### config.mk
export PLATFORM = sky130hd
export DESIGN_NAME = rtz_burst_gen
export DESIGN_NICKNAME = d
export VERILOG_FILES = /design/src/rtl/rtz_pkg.sv /design/src/rtl/rtz_trigger.sv /design/src/rtl/rtz_half_timer.sv /design/src/rtl/rtz_burst_fsm.sv /design/src/rtl/rtz_burst_gen.sv
export SDC_FILE = /design/constraint.sdc
export NUM_CORES = 1
export LEC_CHECK = 0
export BUFFER_PORTS_ARGS = -buffer_cell sky130_fd_sc_hd__buf_4
export CORE_UTILIZATION = 50
export DETAILED_ROUTE_END_ITERATION = 12
export PLACE_DENSITY = 0.8
export SLEW_MARGIN = 20
export SYNTH_ARGS = -nofsm -noshare
export SYNTH_HDL_FRONTEND = slang
export SYNTH_SLANG_ARGS = --single-unit
### constraint.sdc
create_clock -name clk -period 1.49 [get_ports clk]
set_input_delay 0.0745 -clock clk [delete_from_list [all_inputs] [get_ports clk]]
set_output_delay 0.0745 -clock clk [all_outputs]
set_load 0.005 [all_outputs]
### src/rtl/rtz_pkg.sv
package rtz_pkg;

    localparam int WAVE_W    = 3;
    localparam int FREQ_W    = 3;
    localparam int HALF_W    = 6;
    localparam int CYC_W     = 2;
    localparam int HALVES_W  = CYC_W + 1;
    localparam int FREQ_MAX  = 4;

    typedef enum logic [1:0] {
        ST_IDLE = 2'd0,
        ST_POS  = 2'd1,
        ST_NEG  = 2'd2
    } burst_state_t;

    // Full cycles per burst for a waveform code; 0 means no burst.
    function automatic logic [CYC_W-1:0] wave_cycles(input logic [WAVE_W-1:0] w);
        logic [CYC_W-1:0] r;
        unique case (w)
            3'd1, 3'd2: r = 2'd1;
            3'd3, 3'd4: r = 2'd3;
            default:    r = 2'd0;
        endcase
        return r;
    endfunction

    function automatic logic wave_inverted(input logic [WAVE_W-1:0] w);
        return (w == 3'd2) || (w == 3'd4);
    endfunction

    // Half-cycle length minus one, in reference clocks.
    function automatic logic [HALF_W-1:0] half_len_m1(input logic [FREQ_W-1:0] f);
        logic [FREQ_W-1:0] fc;
        fc = (f > FREQ_W'(FREQ_MAX)) ? FREQ_W'(FREQ_MAX) : f;
        return (HALF_W'(2) << fc) - HALF_W'(1);
    endfunction

endpackage

### src/rtl/rtz_trigger.sv
module rtz_trigger #(
    parameter int PERIOD = 4096
) (
    input  logic clk,
    input  logic rst_n,
    output logic trig
);
    localparam int CNT_W = (PERIOD > 1) ? $clog2(PERIOD) : 1;
    localparam logic [CNT_W-1:0] LAST = CNT_W'(PERIOD - 1);

    logic [CNT_W-1:0] cnt_q;

    always_ff @(posedge clk) begin
        if (!rst_n) begin
            cnt_q <= '0;
        end else if (cnt_q == LAST) begin
            cnt_q <= '0;
        end else begin
            cnt_q <= cnt_q + 1'b1;
        end
    end

    assign trig = (cnt_q == LAST);

    AST_TRIG_RESTARTS: assert property (@(posedge clk) disable iff (!rst_n)
        trig |=> (cnt_q == '0 && !trig));

endmodule

### src/rtl/rtz_half_timer.sv
module rtz_half_timer #(
    parameter int W = 6
) (
    input  logic         clk,
    input  logic         rst_n,
    input  logic         load,
    input  logic [W-1:0] load_val,
    output logic         done
);
    logic [W-1:0] cnt_q;

    always_ff @(posedge clk) begin
        if (!rst_n) begin
            cnt_q <= '0;
        end else if (load) begin
            cnt_q <= load_val;
        end else if (cnt_q != '0) begin
            cnt_q <= cnt_q - 1'b1;
        end
    end

    assign done = (cnt_q == '0);

endmodule

### src/rtl/rtz_burst_fsm.sv
module rtz_burst_fsm
    import rtz_pkg::*;
(
    input  logic              clk,
    input  logic              rst_n,
    input  logic              trig,
    input  logic              out_en,
    input  logic [WAVE_W-1:0] wave_sel,
    input  logic [FREQ_W-1:0] freq_sel,
    input  logic              phase_inv,
    output logic              drive_pos,
    output logic              drive_neg,
    output logic              sync
);
    burst_state_t          state_q, state_d;
    logic [HALF_W-1:0]     half_m1_q;
    logic [HALVES_W-1:0]   halves_left_q;
    logic                  sync_q;
    logic                  half_done;
    logic                  start;
    logic                  busy;
    logic                  last_half;
    logic                  advance;
    logic                  first_neg;
    logic [CYC_W-1:0]      cycles_sel;
    logic                  tmr_load;
    logic [HALF_W-1:0]     tmr_val;

    assign cycles_sel = wave_cycles(wave_sel);
    assign first_neg  = wave_inverted(wave_sel) ^ phase_inv;
    assign busy       = (state_q != ST_IDLE);
    assign last_half  = (halves_left_q == '0);
    assign start      = !busy && trig && out_en && (cycles_sel != '0);
    assign advance    = busy && out_en && half_done && !last_half;
    assign tmr_load   = start || advance;
    assign tmr_val    = start ? half_len_m1(freq_sel) : half_m1_q;

    rtz_half_timer #(.W(HALF_W)) u_timer (
        .clk      (clk),
        .rst_n    (rst_n),
        .load     (tmr_load),
        .load_val (tmr_val),
        .done     (half_done)
    );

    // State register
    always_ff @(posedge clk) begin
        if (!rst_n) begin
            state_q <= ST_IDLE;
        end else begin
            state_q <= state_d;
        end
    end

    // Next-state logic
    always_comb begin
        state_d = state_q;
        unique case (state_q)
            ST_IDLE: begin
                if (start) begin
                    state_d = first_neg ? ST_NEG : ST_POS;
                end
            end
            ST_POS: begin
                if (!out_en) begin
                    state_d = ST_IDLE;
                end else if (half_done) begin
                    state_d = last_half ? ST_IDLE : ST_NEG;
                end
            end
            ST_NEG: begin
                if (!out_en) begin
                    state_d = ST_IDLE;
                end else if (half_done) begin
                    state_d = last_half ? ST_IDLE : ST_POS;
                end
            end
            default: state_d = ST_IDLE;
        endcase
    end

    // Burst settings latched at the start, and the remaining-halves count
    always_ff @(posedge clk) begin
        if (!rst_n) begin
            half_m1_q     <= '0;
            halves_left_q <= '0;
            sync_q        <= 1'b0;
        end else begin
            sync_q <= start;
            if (start) begin
                half_m1_q     <= half_len_m1(freq_sel);
                halves_left_q <= {cycles_sel, 1'b0} - HALVES_W'(1);
            end else if (advance) begin
                halves_left_q <= halves_left_q - 1'b1;
            end
        end
    end

    // Output decode
    always_comb begin
        drive_pos = 1'b0;
        drive_neg = 1'b0;
        unique case (state_q)
            ST_IDLE: ;
            ST_POS:  drive_pos = 1'b1;
            ST_NEG:  drive_neg = 1'b1;
            default: ;
        endcase
    end

    assign sync = sync_q;

    AST_SYNC_SINGLE: assert property (@(posedge clk) disable iff (!rst_n)
        sync_q |=> !sync_q);
    AST_SYNC_ON_TRIG: assert property (@(posedge clk) disable iff (!rst_n)
        sync_q |-> ($past(trig) && state_q != ST_IDLE));
    AST_SETTINGS_FROZEN: assert property (@(posedge clk) disable iff (!rst_n)
        (busy && $past(busy)) |-> $stable(half_m1_q));
    AST_NO_START_DISABLED: assert property (@(posedge clk) disable iff (!rst_n)
        sync_q |-> $past(out_en));
    AST_DROP_ENABLE: assert property (@(posedge clk) disable iff (!rst_n)
        (busy && !out_en) |=> (state_q == ST_IDLE));
    AST_NONE_NO_BURST: assert property (@(posedge clk) disable iff (!rst_n)
        sync_q |-> ($past(wave_sel) >= 3'd1 && $past(wave_sel) <= 3'd4));

endmodule

### src/rtl/rtz_burst_gen.sv
module rtz_burst_gen
    import rtz_pkg::*;
#(
    parameter int NUM_CH      = 8,
    parameter int TRIG_PERIOD = 4096
) (
    input  logic              clk,
    input  logic              rst_n,
    input  logic              out_en,
    input  logic [WAVE_W-1:0] wave_sel,
    input  logic [FREQ_W-1:0] freq_sel,
    input  logic              phase_inv,
    output logic [NUM_CH-1:0] pos_drv,
    output logic [NUM_CH-1:0] neg_drv,
    output logic              sync
);
    logic trig;
    logic core_pos;
    logic core_neg;

    rtz_trigger #(.PERIOD(TRIG_PERIOD)) u_trig (
        .clk   (clk),
        .rst_n (rst_n),
        .trig  (trig)
    );

    rtz_burst_fsm u_fsm (
        .clk       (clk),
        .rst_n     (rst_n),
        .trig      (trig),
        .out_en    (out_en),
        .wave_sel  (wave_sel),
        .freq_sel  (freq_sel),
        .phase_inv (phase_inv),
        .drive_pos (core_pos),
        .drive_neg (core_neg),
        .sync      (sync)
    );

    // Per-channel fan-out with enable gating
    for (genvar c = 0; c < NUM_CH; c++) begin : g_ch
        assign pos_drv[c] = core_pos && out_en;
        assign neg_drv[c] = core_neg && out_en;
    end

    AST_NO_HIZ_CODE: assert property (@(posedge clk) disable iff (!rst_n)
        (pos_drv & neg_drv) == '0);
    AST_CHANNELS_MATCH: assert property (@(posedge clk) disable iff (!rst_n)
        (pos_drv == '0 || pos_drv == '1) && (neg_drv == '0 || neg_drv == '1));
    AST_GATED_IDLE: assert property (@(posedge clk) disable iff (!rst_n)
        !out_en |-> (pos_drv == '0 && neg_drv == '0));

endmodule

Word-level counts from Yosys, hierarchy flattened
Index checks and enable logic that the tools add are counted.
{"block": "classes", "n_addsub": 5, "n_lt_le_gt_ge": 1, "eq_ne": 10, "n_shift": 1, "muxes": 18, "n_bitwise": 2, "n_reduce_logical": 24}
{"operator": "6-bit 2-to-1 mux", "n": 3}
{"operator": "2-bit 2-to-1 mux", "n": 7}
{"operator": "12-bit by 1-bit adder with 12-bit output (second input constant)", "n": 1}
{"operator": "12-bit == test (second input constant)", "n": 1}
{"operator": "3-bit 2-to-1 mux", "n": 3}
{"operator": "1-bit logical AND", "n": 8}
{"operator": "2-bit nonzero test", "n": 4}
{"operator": "3-bit by 2-bit == test with 1-bit output (second input constant)", "n": 2}
{"operator": "6-bit zero test", "n": 1}
{"operator": "3-bit by 2-bit != test with 1-bit output (second input constant)", "n": 2}
{"operator": "2-bit one-hot mux with 3 select lines", "n": 1}
{"operator": "6-bit nonzero test", "n": 1}
{"operator": "2-bit OR reduction", "n": 3}
{"operator": "2-bit by 3-bit left shift with 6-bit output (first input constant)", "n": 1}
{"operator": "3-bit by 1-bit subtractor with 3-bit output (second input constant)", "n": 2}
{"operator": "6-bit by 1-bit subtractor with 6-bit output (second input constant)", "n": 1}
{"operator": "6-bit by 2-bit subtractor with 6-bit output (second input constant)", "n": 1}
{"operator": "2-bit one-hot mux with 2 select lines", "n": 1}
{"operator": "3-bit by 1-bit == test with 1-bit output (second input constant)", "n": 1}
{"operator": "3-bit == test (second input constant)", "n": 1}
{"operator": "3-bit greater-than comparator (second input constant)", "n": 1}
{"operator": "3-bit zero test", "n": 1}
{"operator": "1-bit 2-to-1 mux", "n": 3}
{"operator": "3-bit AND reduction", "n": 1}
{"operator": "other kinds (8)", "n": 10}
{"block": "word_totals", "ff_bits": 30, "in_bits": 10, "out_inout_bits": 17, "word_cells": 67}

Depth between registers and ports, before layout
{"block": "logic_depth", "ltp_word": 7, "ltp_mapped": 7, "mapped_depth_nobuf": 6}

Hierarchy
Synthesis repeated with hierarchy kept, for this count alone.
{"block": "unflattened", "hier_cells": 191, "area_unflattened_um2": 1671.6}
{"mod": "rtz_burst_fsm", "instances": 1, "cells_per_inst": 69, "area_each_um2": 640.6}
{"mod": "rtz_trigger", "instances": 1, "cells_per_inst": 63, "area_each_um2": 556.8}
{"mod": "rtz_half_timer", "instances": 1, "cells_per_inst": 43, "area_each_um2": 356.6}
{"mod": "rtz_burst_gen", "instances": 1, "cells_per_inst": 16, "area_each_um2": 117.6}

Worst setup path before layout
OpenSTA, ideal clock, no wires.
{"block": "synth_timing", "kind": "register to register", "start": "register u_trig.cnt_q[0]", "end": "register u_fsm.half_m1_q[2]", "arrival_time_ns": 1.531, "path_slack_ns": -0.165, "stages_incl_launch_ff": 6, "n_path_buf": 0, "path_cell_list": "dfxtp_1 > ha_1 > nand3_1 > or3_4 > o41ai_4 > nor2_1"}
{"block": "synth_between", "elab_chain_len": 5}
{"element": "start: declaration", "line_no": "rtz_trigger.sv:11", "source": "logic [CNT_W-1:0] cnt_q;"}
{"element": "start signal: assignment", "line_no": "rtz_trigger.sv:19", "source": "cnt_q <= cnt_q + 1'b1;"}
{"element": "12-bit == test", "line_no": "rtz_trigger.sv:23", "source": "assign trig = (cnt_q == LAST);"}
{"element": "1-bit logical AND (3 in a row)", "line_no": "rtz_burst_fsm.sv:33", "source": "assign start = !busy && trig && out_en && (cycles_sel != '0);"}
{"element": "6-bit 2-to-1 mux"}
{"element": "end signal: assignment", "line_no": "rtz_burst_fsm.sv:91", "source": "half_m1_q <= half_len_m1(freq_sel);"}
{"element": "end: declaration", "line_no": "rtz_burst_fsm.sv:16", "source": "logic [HALF_W-1:0] half_m1_q;"}
No other way between the ends.
A chain may end at the register's enable or synchronous reset.

Worst setup path after layout
{"block": "layout_timing", "start": "register u_trig.cnt_q[1]", "end": "register u_fsm.u_timer.cnt_q[4]"}
{"block": "layout_between", "elab_chain_len": 6, "word_cells_on_any_way": 8, "classes_between": "eq/ne: 1; mux: 2; reduce/logical: 5"}
{"element": "12-bit == test (*)", "line_no": "rtz_trigger.sv:23"}
{"element": "1-bit logical AND (*) (3 in a row)", "line_no": "rtz_burst_fsm.sv:33"}
{"element": "6-bit 2-to-1 mux or 1-bit logical OR (tied branches)"}
{"element": "6-bit 2-to-1 mux or 2-bit nonzero test (tied branches)"}
{"element": "end signal: assignment", "line_no": "rtz_half_timer.sv:16", "source": "cnt_q <= load_val;"}
{"element": "end signal: assignment", "line_no": "rtz_half_timer.sv:18", "source": "cnt_q <= cnt_q - 1'b1;"}
{"element": "end: declaration", "line_no": "rtz_half_timer.sv:10", "source": "logic [W-1:0] cnt_q;"}
Every way passes the cells marked *; elsewhere a longest branch is shown, timed or not.

==> impl_summary.txt <==
----------------------------------------------------
[Setup path]
  Critical register-to-register path startpoint ... u_trig.cnt_q[1]$_SDFF_PP0_
  Bufs and invs on worst path ... 0
  Count of cells along the worst register-to-register path ... 5
  Crit Reg-Reg Endpoint ... u_fsm.u_timer.cnt_q[4]$_SDFFE_PN0P_
  Endpoint kind of the worst setup timing path ... register
  Slowest library cell on the worst path ... sky130_fd_sc_hd__or3_4
  Critical Path RT ... 1.72 ns
  Largest fanout on the critical path ... 6
  Arrival time reported for the critical path endpoint ... 1.75 ns
  Ordered list of cells on the worst path ... ha_4, nand3_4, or3_4, o21ai_1, o32ai_1
  Slowest Stage Delay on Critical Path ... 0.42 ns
  Worst path top cell family by delay ... simple AND/OR/NAND/NOR gates
  Category of the critical setup timing path ... reg2reg
  Element type at the critical path start ... register
  Internal reg-to-reg setup slack ... -0.03 ns

[Synthesis]
  Count of distinct cell types in the synthesized netlist ... 44
  Share of the synthesized area in the top cell type ... 0.357
  Area of the mapped netlist ... 1680 sq um
  Per-instance average area after synthesis ... 8.41 sq um
  Leading post-synthesis cells by cell area ... sky130_fd_sc_hd__dfxtp_1 36%, sky130_fd_sc_hd__buf_4 6.2%, sky130_fd_sc_hd__nand3_1 4.8%
  Most used DFF post-synth ... sky130_fd_sc_hd__dfxtp_1
  Synthesized flop and latch total ... 30
  Fraction of the yosys area taken by sequential cells ... 0.357
  Syn_nets ... 215
  YS warnings ... 0
  Top-count cell post-synth ... sky130_fd_sc_hd__dfxtp_1
  Count of flip-flops with a built-in enable after synthesis ... 0
  Ys async rst share ... 0
  Number of instances in the synthesized netlist ... 200
  Commonest cells in the synthesized netlist ... 30 x sky130_fd_sc_hd__dfxtp_1, 17 x sky130_fd_sc_hd__nor2_1, 16 x sky130_fd_sc_hd__nand3_1
  Area leader, netlist ... sky130_fd_sc_hd__dfxtp_1

[Min path]
  Number of cells on the worst hold path ... 3
  Worst Hold Launch ... rst_n
  Hold Path Class ... in2reg
  Hold Path Sink ... u_fsm.u_timer.cnt_q[2]$_SDFFE_PN0P_

[Status]
  Result of the run ... finished, violations left
  Violated checks ... setup timing

[Job]
  Max-capacitance violation count ... 0

[Pwr]
  Proportion of power drawn by flip-flops and latches ... 0.396
  Worst IR Drop VDD ... 0.592 mV
  Clock power frac ... 0.220
  LEAKAGE ... 0.928 nW
  Switching Fraction ... 0.349
  Gate power share ... 0.383
  Power Internal ... 1.54 mW
  PD cells ... 1100 nW/um^2
  Power spent charging and discharging nets ... 0.826 mW

[Clocking]
  Post-CTS Hold Buffers ... 0
  Clock sink total ... 30
  Source-to-sink clock delay at the later pin of the worst-skew pair ... 0.34 ns
  Num CTS Buffers ... 5
  Clock Root Buffer ... sky130_fd_sc_hd__clkbuf_4
  CTS tree ... done
  Number of levels the H-tree was split into ... 2
  Buffers from clock root to sink, at most ... 2
  Post-CTS clock slew at the launch and capture registers of the worst setup and hold paths ... 0.11 ns

[Layout]
  Fillcell total ... 266
  Final Cell Area ... 2150 sq um
  Layout cell share with drive strength beyond 1 ... 0.351
  Synth-to-layout area growth ... 28.0%
  Reg area ... 607 sq um
  Layout Nets ... 259
  Count of antenna diodes in the layout ... 0
  Final Instance Count excl. Fillers ... 289
  Footprint of the multi-input gates ... 956 sq um

[Placed design]
  Placed wire-length estimate after detailed placement ... 2870 microns
  Count of input and output buffers ... 26
  Cell area after placement ... 2060 sq um
  Post-Place Cells ... 280
  Routability Congestion ... 0.800

[STA]
  RSZ-0062 raised after global routing ... true
  Final sum of negative setup slack ... -0.0615 ns
  Final hold violation count ... 0
  Count of endpoints failing setup in the final report ... 4
  Max Clock Skew ... 0.0142 ns
  Upper clock frequency limit ... 660 MHz
  Final period demand of the worst path ... 1.52 ns
  Ratio of final minimum period to clock period ... 1.02
  Worst hold margin ... 0.0279 ns
  Actual transition at the worst max-transition pin ... 0.399 ns
  Max Transition Viols Final ... 0
  Minimum setup slack in the final design ... -0.0262 ns
  Worst slew margin relative to its limit ... 0.734

[Route]
  Count of nets left with antenna violations after detail routing ... 0
  Final routed wirelength across all metal layers ... 3850 microns
  Drc violations ... 0
  Average routed wire per standard cell ... 13.3 microns
  First-pass iteration count of the detailed router ... 4
  Via count of the routed design ... 1,569
  Post-DR vias/cell ... 5.43
  DRC violation total after the first TritonRoute iteration ... 56

[Global route]
  Vias in the first global route ... 1,463
  Wire length of the first global-routing pass ... 6160 microns
  Number of antenna violations at the first check in global routing ... 0
  Pin count of the biggest net entering global routing ... 13
  Overflow after GRT ... 0
  Gr usage total ... 0.234

[Die]
  Die Footprint ... 3600 sq um
  Num rows ... 20
  Initial core utilization ... 0.538
  Total core area ... 3130 sq um
  Die Span X ... 60.0 microns
  Count of pins on the block boundary ... 27
  Overall die height ... 60.0 microns

----------------------------------------------------
cell type report:
class / instances / area share
clock inverters: 2 / 0.00581
well taps: 44 / 0.0256
multi-input cells: 140 / 0.444
repair buffers: 58 / 0.204
flip-flops and latches: 30 / 0.282
clock buffers: 6 / 0.0238
inverters: 9 / 0.0157
cell families (layout without fill, tap and decap cells):
logic type	Yosys count	count (layout)	share of synthesized area
mux	1	1	0.00669
compound gates	49	49	0.193
xor+xnor	12	12	0.0625
simple gates	73	73	0.243
fa+ha+maj	5	5	0.0372
buf+inv	30	75	0.100
flops	30	30	0.357
registers in the layout, indices dropped and copies added (netlist names):
| name | cells |
|---|---|
| u_fsm.halves_left_q | 3 |
| u_fsm.half_m1_q | 6 |
| u_fsm.u_timer.cnt_q | 6 |
| u_fsm.state_q | 2 |
| u_trig.cnt_q | 12 |
| u_fsm.sync | 1 |
worst reg2reg max path: stages, from the launching register on:
cell and delay [ns]:
sky130_fd_sc_hd__dfxtp_2 0.37, sky130_fd_sc_hd__ha_4 0.15, sky130_fd_sc_hd__nand3_4 0.06, sky130_fd_sc_hd__or3_4 0.42
sky130_fd_sc_hd__o21ai_1 0.28, sky130_fd_sc_hd__o32ai_1 0.14
power by group through the flow:
stage | clock [mW] | combinational [mW] | sequential [mW]
after floorplan | 0 | 0.524 | 0.961
after global placement | 0 | 0.811 | 0.950
after detailed placement | 0 | 0.822 | 0.952
after CTS | 0.533 | 0.835 | 0.933
after global routing | 0.560 | 1.03 | 0.947
final | 0.522 | 0.908 | 0.939
metal layers:
metal	up-vias	GRT usage	part of all wire
li1	792	-	-
met1	731	0.273	0.42
met2	35	0.398	0.51
met3	11	0.0476	0.042
met4	0	0.126	0.029
met5	-	0	0
per-stage QoR:
| stage | power, mW | worst slack [ns] | utilization |
|---|---|---|---|
| 5_1_grt | 2.54 | -0.0782 | 0.689 |
| 6_report | 2.37 | -0.0262 | 0.689 |
| 4_1_cts | 2.30 | -0.0371 | 0.682 |
| 2_1_floorplan | 1.48 | -0.0111 | - |
| 3_3_place_gp | 1.76 | -0.0229 | 0.658 |
| 3_5_place_dp | 1.77 | -0.0771 | 0.658 |
cell usage in the layout (no fill, tap or decap), types with 2 or more instances in the layout:
cell type	instances
sky130_fd_sc_hd__nand3_1	15
sky130_fd_sc_hd__o21ai_1	2
sky130_fd_sc_hd__o31ai_1	2
sky130_fd_sc_hd__buf_4	57
sky130_fd_sc_hd__and3_1	4
sky130_fd_sc_hd__xnor2_1	6
sky130_fd_sc_hd__dfxtp_1	25
sky130_fd_sc_hd__o211ai_1	3
sky130_fd_sc_hd__and4_1	2
sky130_fd_sc_hd__a21oi_1	14
sky130_fd_sc_hd__ha_1	4
sky130_fd_sc_hd__a31o_2	2
sky130_fd_sc_hd__nand2_1	6
sky130_fd_sc_hd__o21ai_0	9
sky130_fd_sc_hd__xor2_1	6
sky130_fd_sc_hd__nand3b_1	2
sky130_fd_sc_hd__or3_1	3
sky130_fd_sc_hd__nand2b_1	2
sky130_fd_sc_hd__clkbuf_4	5
sky130_fd_sc_hd__dfxtp_2	5
sky130_fd_sc_hd__nor3_1	4
sky130_fd_sc_hd__inv_1	8
sky130_fd_sc_hd__nand4_1	4
sky130_fd_sc_hd__nor2_1	17
sky130_fd_sc_hd__nor4_1	3
sky130_fd_sc_hd__a31oi_1	7
what timing repair did:
action,4_1_cts,5_1_grt
hold endpoints to repair,0,0
resized for setup,3,10
buffers inserted,1,0
endpoints found under the setup margin,14,24
pin swaps,1,1
worst max path at each step:
| stage | cells past startpoint | slack [ns] | from | end |
|---|---|---|---|---|
| 2_1_floorplan | 5 | -0.01 | u_trig.cnt_q[1]$_SDFF_PP0_ | u_fsm.half_m1_q[2]$_SDFF_PN0_ |
| 3_3_place_gp | 5 | -0.02 | u_trig.cnt_q[1]$_SDFF_PP0_ | u_fsm.u_timer.cnt_q[4]$_SDFFE_PN0P_ |
| 4_1_cts | 5 | -0.04 | u_trig.cnt_q[1]$_SDFF_PP0_ | u_fsm.half_m1_q[2]$_SDFF_PN0_ |
| 3_5_place_dp | 5 | -0.08 | u_trig.cnt_q[1]$_SDFF_PP0_ | u_fsm.half_m1_q[2]$_SDFF_PN0_ |
| 5_1_grt | 5 | -0.08 | u_trig.cnt_q[1]$_SDFF_PP0_ | u_fsm.half_m1_q[2]$_SDFF_PN0_ |
| 6_report | 5 | -0.03 | u_trig.cnt_q[1]$_SDFF_PP0_ | u_fsm.u_timer.cnt_q[4]$_SDFFE_PN0P_ |
(Power assumes the default switching activity.)
